### src/rtl/seg_agu_pkg.sv
package seg_agu_pkg;

   // Segment select encoding shared by the write port and the access port
   typedef enum logic [1:0] {
      SEG_ES = 2'b00,
      SEG_CS = 2'b01,
      SEG_SS = 2'b10,
      SEG_DS = 2'b11
   } seg_sel_e;

   localparam int SEG_COUNT = 4;
   localparam int SEL_BITS  = 2;

endpackage

### src/rtl/seg_agu_segbank.sv
module seg_agu_segbank
   import seg_agu_pkg::*;
#(
   parameter int              SEG_W  = 16,
   parameter logic [SEG_W-1:0] RST_CS = '1
) (
   input  logic                                 clk,
   input  logic                                 rst_n,
   input  logic                                 wr_en,
   input  logic [SEL_BITS-1:0]                  wr_sel,
   input  logic [SEG_W-1:0]                     wr_data,
   output logic [SEG_COUNT-1:0][SEG_W-1:0]      seg_q
);

   // One register per segment; the code segment has its own reset value
   for (genvar g = 0; g < SEG_COUNT; g++) begin : g_seg
      localparam logic [SEG_W-1:0] RV = (g == int'(SEG_CS)) ? RST_CS : '0;
      logic hit;

      assign hit = wr_en && (wr_sel == SEL_BITS'(g));

      always_ff @(posedge clk or negedge rst_n) begin
         if (!rst_n) begin
            seg_q[g] <= RV;
         end else if (hit) begin
            seg_q[g] <= wr_data;
         end
      end
   end

endmodule

### src/rtl/seg_agu_ptr.sv
module seg_agu_ptr #(
   parameter int              W     = 16,
   parameter int              LEN_W = 4,
   parameter logic [W-1:0]    RST   = '0
) (
   input  logic             clk,
   input  logic             rst_n,
   input  logic             ld_en,
   input  logic [W-1:0]     ld_data,
   input  logic             step_en,
   input  logic [LEN_W-1:0] step_len,
   output logic [W-1:0]     q
);

   logic [W-1:0] stepped;

   // Wraps modulo 2^W: the carry is simply not kept
   assign stepped = q + W'(step_len);

   always_ff @(posedge clk or negedge rst_n) begin
      if (!rst_n) begin
         q <= RST;
      end else if (ld_en) begin
         q <= ld_data;
      end else if (step_en) begin
         q <= stepped;
      end
   end

endmodule

### src/rtl/seg_agu_comb.sv
module seg_agu_comb #(
   parameter int SEG_W  = 16,
   parameter int DISP_W = 16,
   parameter int SHIFT  = 4,
   parameter int PA_W   = 20
) (
   input  logic [SEG_W-1:0]  seg,
   input  logic [DISP_W-1:0] disp,
   output logic [PA_W-1:0]   pa
);

   localparam int BASE_W = (SEG_W + SHIFT > DISP_W) ? (SEG_W + SHIFT) : DISP_W;
   localparam int SUM_W  = BASE_W + 1;

   logic [SUM_W-1:0] wide;

   assign wide = (SUM_W'(seg) << SHIFT) + SUM_W'(disp);

   // Narrowing to PA_W drops the carry, giving modulo 2^PA_W wrap
   assign pa = PA_W'(wide);

endmodule

### src/rtl/seg_agu.sv
module seg_agu
   import seg_agu_pkg::*;
#(
   parameter int               SEG_W  = 16,
   parameter int               DISP_W = 16,
   parameter int               SHIFT  = 4,
   parameter int               PA_W   = 20,
   parameter int               LEN_W  = 4,
   parameter logic [SEG_W-1:0]  RST_CS = '1,
   parameter logic [DISP_W-1:0] RST_IP = '0,
   parameter logic [DISP_W-1:0] RST_SP = '0
) (
   input  logic              clk,
   input  logic              rst_n,
   input  logic              seg_wr_en,
   input  logic [1:0]        seg_wr_sel,
   input  logic [SEG_W-1:0]  seg_wr_data,
   input  logic              ip_wr_en,
   input  logic [DISP_W-1:0] ip_wr_data,
   input  logic              adv_en,
   input  logic [LEN_W-1:0]  adv_len,
   input  logic              sp_wr_en,
   input  logic [DISP_W-1:0] sp_wr_data,
   input  logic [1:0]        acc_sel,
   input  logic [DISP_W-1:0] acc_disp,
   output logic [PA_W-1:0]   phys_addr,
   output logic [PA_W-1:0]   fetch_addr,
   output logic [PA_W-1:0]   stk_addr
);

   // Elaboration-time parameter checks
   if (LEN_W < 1 || LEN_W > DISP_W) begin : g_bad_len
      $error("seg_agu: LEN_W must lie in 1..DISP_W");
   end
   if (PA_W < 1 || SHIFT < 0 || SEG_W < 1 || DISP_W < 1) begin : g_bad_width
      $error("seg_agu: widths must be positive and SHIFT non-negative");
   end

   logic [SEG_COUNT-1:0][SEG_W-1:0] seg_q;
   logic [SEG_W-1:0]                acc_seg;
   logic [SEG_W-1:0]                cs_q;
   logic [SEG_W-1:0]                ss_q;
   logic [DISP_W-1:0]               ip_q;
   logic [DISP_W-1:0]               sp_q;

   seg_agu_segbank #(
      .SEG_W  (SEG_W),
      .RST_CS (RST_CS)
   ) u_bank (
      .clk     (clk),
      .rst_n   (rst_n),
      .wr_en   (seg_wr_en),
      .wr_sel  (seg_wr_sel),
      .wr_data (seg_wr_data),
      .seg_q   (seg_q)
   );

   assign acc_seg = seg_q[acc_sel];
   assign cs_q    = seg_q[int'(SEG_CS)];
   assign ss_q    = seg_q[int'(SEG_SS)];

   seg_agu_ptr #(
      .W     (DISP_W),
      .LEN_W (LEN_W),
      .RST   (RST_IP)
   ) u_ip (
      .clk      (clk),
      .rst_n    (rst_n),
      .ld_en    (ip_wr_en),
      .ld_data  (ip_wr_data),
      .step_en  (adv_en),
      .step_len (adv_len),
      .q        (ip_q)
   );

   seg_agu_ptr #(
      .W     (DISP_W),
      .LEN_W (LEN_W),
      .RST   (RST_SP)
   ) u_sp (
      .clk      (clk),
      .rst_n    (rst_n),
      .ld_en    (sp_wr_en),
      .ld_data  (sp_wr_data),
      .step_en  (1'b0),
      .step_len ('0),
      .q        (sp_q)
   );

   seg_agu_comb #(
      .SEG_W (SEG_W), .DISP_W (DISP_W), .SHIFT (SHIFT), .PA_W (PA_W)
   ) u_acc (
      .seg  (acc_seg),
      .disp (acc_disp),
      .pa   (phys_addr)
   );

   seg_agu_comb #(
      .SEG_W (SEG_W), .DISP_W (DISP_W), .SHIFT (SHIFT), .PA_W (PA_W)
   ) u_fetch (
      .seg  (cs_q),
      .disp (ip_q),
      .pa   (fetch_addr)
   );

   seg_agu_comb #(
      .SEG_W (SEG_W), .DISP_W (DISP_W), .SHIFT (SHIFT), .PA_W (PA_W)
   ) u_stk (
      .seg  (ss_q),
      .disp (sp_q),
      .pa   (stk_addr)
   );

endmodule

### config.mk
export PLATFORM = sky130hd
export DESIGN_NAME = seg_agu
export DESIGN_NICKNAME = d
export VERILOG_FILES = /design/src/rtl/seg_agu_pkg.sv /design/src/rtl/seg_agu_segbank.sv /design/src/rtl/seg_agu_ptr.sv /design/src/rtl/seg_agu_comb.sv /design/src/rtl/seg_agu.sv
export SDC_FILE = /design/constraint.sdc
export NUM_CORES = 1
export LEC_CHECK = 0
export BUFFER_PORTS_ARGS = -buffer_cell sky130_fd_sc_hd__buf_2
export CAP_MARGIN = 20
export CORE_ASPECT_RATIO = 0.8
export CORE_MARGIN = 2
export CORE_UTILIZATION = 30
export DETAILED_ROUTE_END_ITERATION = 8
export PLACE_DENSITY_LB_ADDON = 0.2
export SKIP_LAST_GASP = 1
export SLEW_MARGIN = 20
export SYNTH_ARGS = -nofsm -noshare
export SYNTH_HDL_FRONTEND = slang
export SYNTH_SLANG_ARGS = --single-unit
### constraint.sdc
create_clock -name clk -period 5 [get_ports clk]
set_input_delay 0.75 -clock clk [delete_from_list [all_inputs] [get_ports clk]]
set_output_delay 0.75 -clock clk [all_outputs]
set_load 0.02 [all_outputs]
## Word level (Yosys, flattened, before mapping)

Cells that the tools add are included.

| word-level totals | value |
|---|---|
| bits in registers | 96 |
| output and inout port bits | 60 |
| input port bits | 78 |
| word-level logic and storage cells | 24 |

| cells by class | value |
|---|---|
| reduce and logical (&&, ||, !) cells | 6 |
| $lt $le $gt $ge | 1 |
| add/subtract/negate cells | 4 |
| muxes and demuxes | 4 |
| equal/unequal tests | 3 |

Operators with widths:

| kind | count |
|---|---|
| $add A20 B16 Y20 | 3 |
| $mux W16 | 3 |
| $bmux W16 S2 | 1 |
| $add A16 B4 Y16 | 1 |
| $eq A2 B2 Y1 const B | 2 |
| $logic_and A1 B1 Y1 | 4 |
| $lt A2 B3 Y1 const B | 1 |
| $eq A2 B1 Y1 const B | 1 |
| $logic_not A2 Y1 | 1 |
| $reduce_bool A2 Y1 | 1 |

## Longest topological paths before layout

| logic depth | value |
|---|---|
| depth after elaboration | 3 |
| mapped depth | 11 |
| depth with buffers taken out | 10 |

## Cells and area by module

Synthesis repeated with hierarchy kept, for this count alone.

| second synthesis, totals | value |
|---|---|
| cells, all modules | 711 |
| area total of the unflattened synthesis | 7385.8 µm² |

Modules (own cells, without submodules):

| module | instances | area each (µm²) | cells each |
|---|---|---|---|
| seg_agu_comb | 3 | 820.8 | 108 |
| seg_agu_segbank | 1 | 2431.1 | 136 |
| seg_agu_ptr | 2 | 1032.2 | 115 |
| seg_agu | 1 | 427.9 | 21 |

## Worst setup path after synthesis

No wires, ideal clock.

| path | value |
|---|---|
| path kind | in2out |
| start point | input port acc_sel[0] |
| end point | output port phys_addr[16] |
| arrival | 3.464 ns |
| required time | 4.250 ns |
| path slack | 0.786 ns |
| stages | 10 |
| cells stage by stage | buf_2 -> buf_2 -> mux4_2 -> ha_1 -> a21oi_1 -> nor2b_4 -> a311o_2 -> a221oi_2 -> o21bai_1 -> xor2_1 |

| between the ends | value |
|---|---|
| cells in the longest elaborated chain, start to end | 3 |

RTL lines:

| what | line | source |
|---|---|---|
| start: declaration | seg_agu.sv:24 | `input logic [1:0] acc_sel,` |
| $bmux W16 S2 | seg_agu.sv:58 | `assign acc_seg = seg_q[acc_sel];` |
| $mux W16 (implied by the code) | seg_agu.sv:58 |  |
| $add A20 B16 Y20 | seg_agu_comb.sv:17 | `assign wide = (SUM_W'(seg) << SHIFT) + SUM_W'(disp);` |
| end: declaration | seg_agu.sv:26 | `output logic [PA_W-1:0] phys_addr,` |

Every way passes these cells. The select of a mux whose other input is x is not followed.

## Worst setup path after layout

Same ends and word-level chain as after synthesis.

==> impl_metrics.csv <==
group,metric,value,unit
worst_setup_path,crit_required,4.25,ns
worst_setup_path,slowest_stage,"mux4_2",
worst_setup_path,cp-end-kind,"output port",
worst_setup_path,crit_chain,"buf_2, mux4_2, ha_1, inv_1, fa_1, nor2b_1, o21a_1, a311o_2, a221oi_2, o21bai_1, xor2_1, buf_2",
die,rows,47,
sta,worst-slew-pin-transition,1.036,ns
yosys,syn_nets,680,
worst_setup_path,arrival,3.57,ns
power_and_ir_drop,powerDensity,430.3,nW/um^2
place,pre_cts_ws,0.6650,ns
die,fp.dieArea,21980,um^2
die,die_y,133.0,um
sta,fin_skew,0.003452,ns
detailed_routing,wl_per_cell,17.76,um
yosys,synth_cells,558,
clocking,cts_tree,"done",
sta,setup_viol,0,
detailed_routing,remaining_drc_errors,0,
sta,slew-limit-headroom,0.3075,
detailed_routing,avgViaCountPerCell,5.006,
sta,period_share,0.8633,
hold_path,worstHoldPathType,"in -> async",
worst_setup_path,r2r-start,"u_ip.q[0]$_DFFE_PN0P_",
worst_setup_path,critical_path_class,"in -> out",
power_and_ir_drop,vdd_ir_drop_max,175.9,uV
sta,slew_violations,0,
clocking,cts_buffer_depth,2,
clocking,cts_root_buf,"clkbuf_16",
layout,drive_gt1_frac,0.3962,
global_route,grt.total_usage,0.1569,
global_route,grt_pass1_wl,26310,um
power_and_ir_drop,power,0.003187,W
worst_setup_path,ff2ff_path_depth,7,
worst_setup_path,r2r_slack,2.96,ns
detailed_routing,drtIter0Drc,254,
detailed_routing,via_count,4751,
worst_setup_path,critPathMostFrequentCell,"buf_2",
worst_setup_path,critPathMaxStageDelay,0.56,ns
die,die_x,165.3,um
layout,finalCoreUtilization,0.3608,
worst_setup_path,cp_max_fo,11,
global_route,overflow,0,
worst_setup_path,startpoint,"acc_sel[0]",
yosys,ys_types,52,
yosys,synth_compound_area_frac,0.1213,
die,pin_count,138,
layout,syn2layout_area_growth,18.64,%
place,dp_hpwl,12970,um
yosys,synth-seq-area-share,0.3881,
global_route,antenna_found_initial,1,
status,status,"finished clean",
yosys,synth_top_family_by_area,"multiplexers",
clocking,cts_resized,0,
yosys,synthXorXnorAreaFrac,0.07017,
die,start_util,0.3041,
layout,layout.nets,796,
clocking,cts_setup_buffers,0,
clocking,cts_sinks,96,
clocking,ctsHoldBuffers,0,
power_and_ir_drop,power.leakage,3.331,nW
yosys,avgSynthCellArea,11.18,um^2
yosys,synth_area,6241,um^2
detailed_routing,ant_nets,0,
place,gp_congestion,0.8229,
sta,rsz0062_at_grt,"no",
global_route,grt_pass1_vias,4822,
global_route,grt_max_degree,66,
yosys,synth-simple-area-share,0.08260,
sta,layout_setup_ws,0.6836,ns
sta,tns,0,ns
clocking,insertion_delay,0.35,ns
place,port_buffers,129,
sta,finalHoldViolCount,0,
clocking,clk_pin_slew,0.07,ns
detailed_routing,drt-pass1-iter-count,4,
detailed_routing,routed_wl,16860,um
yosys,synth_fa_ha_area_frac,0.09302,
worst_setup_path,start_kind,"input port",
sta,max_freq,231.7,MHz
sta,min_period,4.316,ns
die,core_area,20520,um^2
worst_setup_path,timing.rr.end,"u_ip.q[12]$_DFFE_PN0P_",
job,maxCapViolCount,0,
yosys,yosysWarningCount,0,
clocking,cts_buffers,9,
clocking,htreeDepth,3,
yosys,synth-seq-cells,96,
yosys,muxShareOfSynthArea,0.2087,
## metrics by stage
step	cells	area (um^2)	hold slack, ns
6_report	949	7405	0.5010
4_1_cts	947	7386	0.5087
5_1_grt	948	7402	0.5216
3_5_place_dp	931	7101	0.4918
2_1_floorplan	558	6241	0.4544
3_3_place_gp	931	7101	0.4829
## kinds of logic (layout without fill, tap and decap cells)
kind of cell	count (synthesis)	in the layout
compound gates	117	117
simple gates	105	105
mux	100	100
flops	96	96
xor+xnor	50	50
buf+inv	46	167
fa+ha+maj	44	44
other cells	0	1
## cells in the mapped netlist (all sizes together)
cell | count | area [um^2]
nor4 | 3 | 18.77
dfstp | 16 | 420.4
o311ai | 1 | 8.760
nor2b | 6 | 45.04
o21bai | 7 | 52.55
or3b | 1 | 8.760
inv | 17 | 63.81
o21a | 3 | 22.52
nand2 | 41 | 153.9
a41oi | 1 | 8.760
nor3 | 4 | 20.02
and4 | 2 | 17.52
and3 | 5 | 31.28
a21o | 18 | 135.1
a311o | 2 | 21.27
o31ai | 2 | 15.01
o31a | 1 | 8.760
nor2 | 20 | 75.07
a31o | 1 | 8.760
o22ai | 1 | 6.260
nor3b | 2 | 20.02
a22oi | 1 | 7.510
o21ai | 31 | 155.1
nand4 | 7 | 43.79
clkbuf | 9 | 33.78
fa | 4 | 80.08
o2111ai | 2 | 17.52
or3 | 1 | 6.260
mux4 | 16 | 360.4
nand3 | 8 | 40.04
mux2 | 81 | 912.1
a211oi | 4 | 30.03
xor2 | 25 | 219.0
a31oi | 5 | 46.29
a221oi | 1 | 15.01
ha | 40 | 500.5
o211ai | 6 | 45.04
buf | 20 | 127.6
mux2i | 3 | 30.03
a21oi | 29 | 145.1
xnor2 | 25 | 219.0
dfrtp | 80 | 2002
nand3b | 3 | 22.52
and2 | 2 | 12.51
a21boi | 1 | 7.510
## state kept, by name (all words and copies together) (netlist names)
name          flops
u_bank.seg_q     64
u_ip.q           16
u_sp.q           16
## worst max-delay path by stage
stage / slack [ns] / end
detailed placement: 0.67 / phys_addr[16]
CTS: 0.66 / phys_addr[16]
global route: 0.49 / phys_addr[16]
global placement: 0.73 / phys_addr[14]
finish: 0.68 / phys_addr[16]
floorplan: 0.79 / phys_addr[16]
## power by group
| group | switching, W | internal (W) | total (W) |
|---|---|---|---|
| sequential | 0.000119 | 0.000922 | 0.00104 |
| combinational | 0.000857 | 0.000614 | 0.00147 |
| clock | 0.000310 | 0.000365 | 0.000675 |
## critical path: cells and delay by family
kind            cells  cell delay, ns
compound gates      4            1.03
xor+xnor            1            0.14
fa+ha+maj           2            0.42
buf+inv             3            0.60
mux                 1            0.56
simple gates        1            0.06
## metal layers
layer / part of all wire / up-vias / GRT usage
met1: 0.50 / 2342 / 0.2317
met4: 0.012 / 0 / 0.03913
li1: - / 2272 / -
met3: 0.044 / 17 / 0.03480
met2: 0.44 / 120 / 0.2322
met5: 0 / - / 0
## cell usage in the layout (no fill, tap or decap), drive strengths merged, types with 2 or more instances in the layout
| cell type | instances |
|---|---|
| nor2b | 6 |
| nor2 | 20 |
| dfstp | 16 |
| nand3b | 3 |
| dfrtp | 80 |
| clkinvlp | 2 |
| ha | 40 |
| nand2 | 41 |
| a31oi | 5 |
| o21bai | 7 |
| nor3 | 4 |
| nor3b | 2 |
| nand3 | 8 |
| a211oi | 4 |
| nand4 | 7 |
| mux2 | 81 |
| o31ai | 2 |
| buf | 134 |
| o211ai | 6 |
| and2 | 2 |
| o2111ai | 2 |
| xor2 | 25 |
| fa | 4 |
| o21ai | 31 |
| xnor2 | 25 |
| a21oi | 29 |
| inv | 17 |
| mux2i | 3 |
| a21o | 18 |
| a311o | 2 |
| and3 | 5 |
| and4 | 2 |
| mux4 | 16 |
| clkbuf | 12 |
| clkinv | 2 |
| nor4 | 3 |
| o21a | 3 |
## area by class of cell
cell class / count / area, um^2
clock buffer: 12 / 256.5
tap: 269 / 336.6
multi-input combinational: 416 / 3605
antenna: 1 / 2.502
inverter: 17 / 63.81
sequential: 96 / 2422
fill: 2023 / 13120
clock inverter: 4 / 28.78
timing repair buffer: 134 / 689.4
No activity file was read; power rests on OpenSTA's default activity.
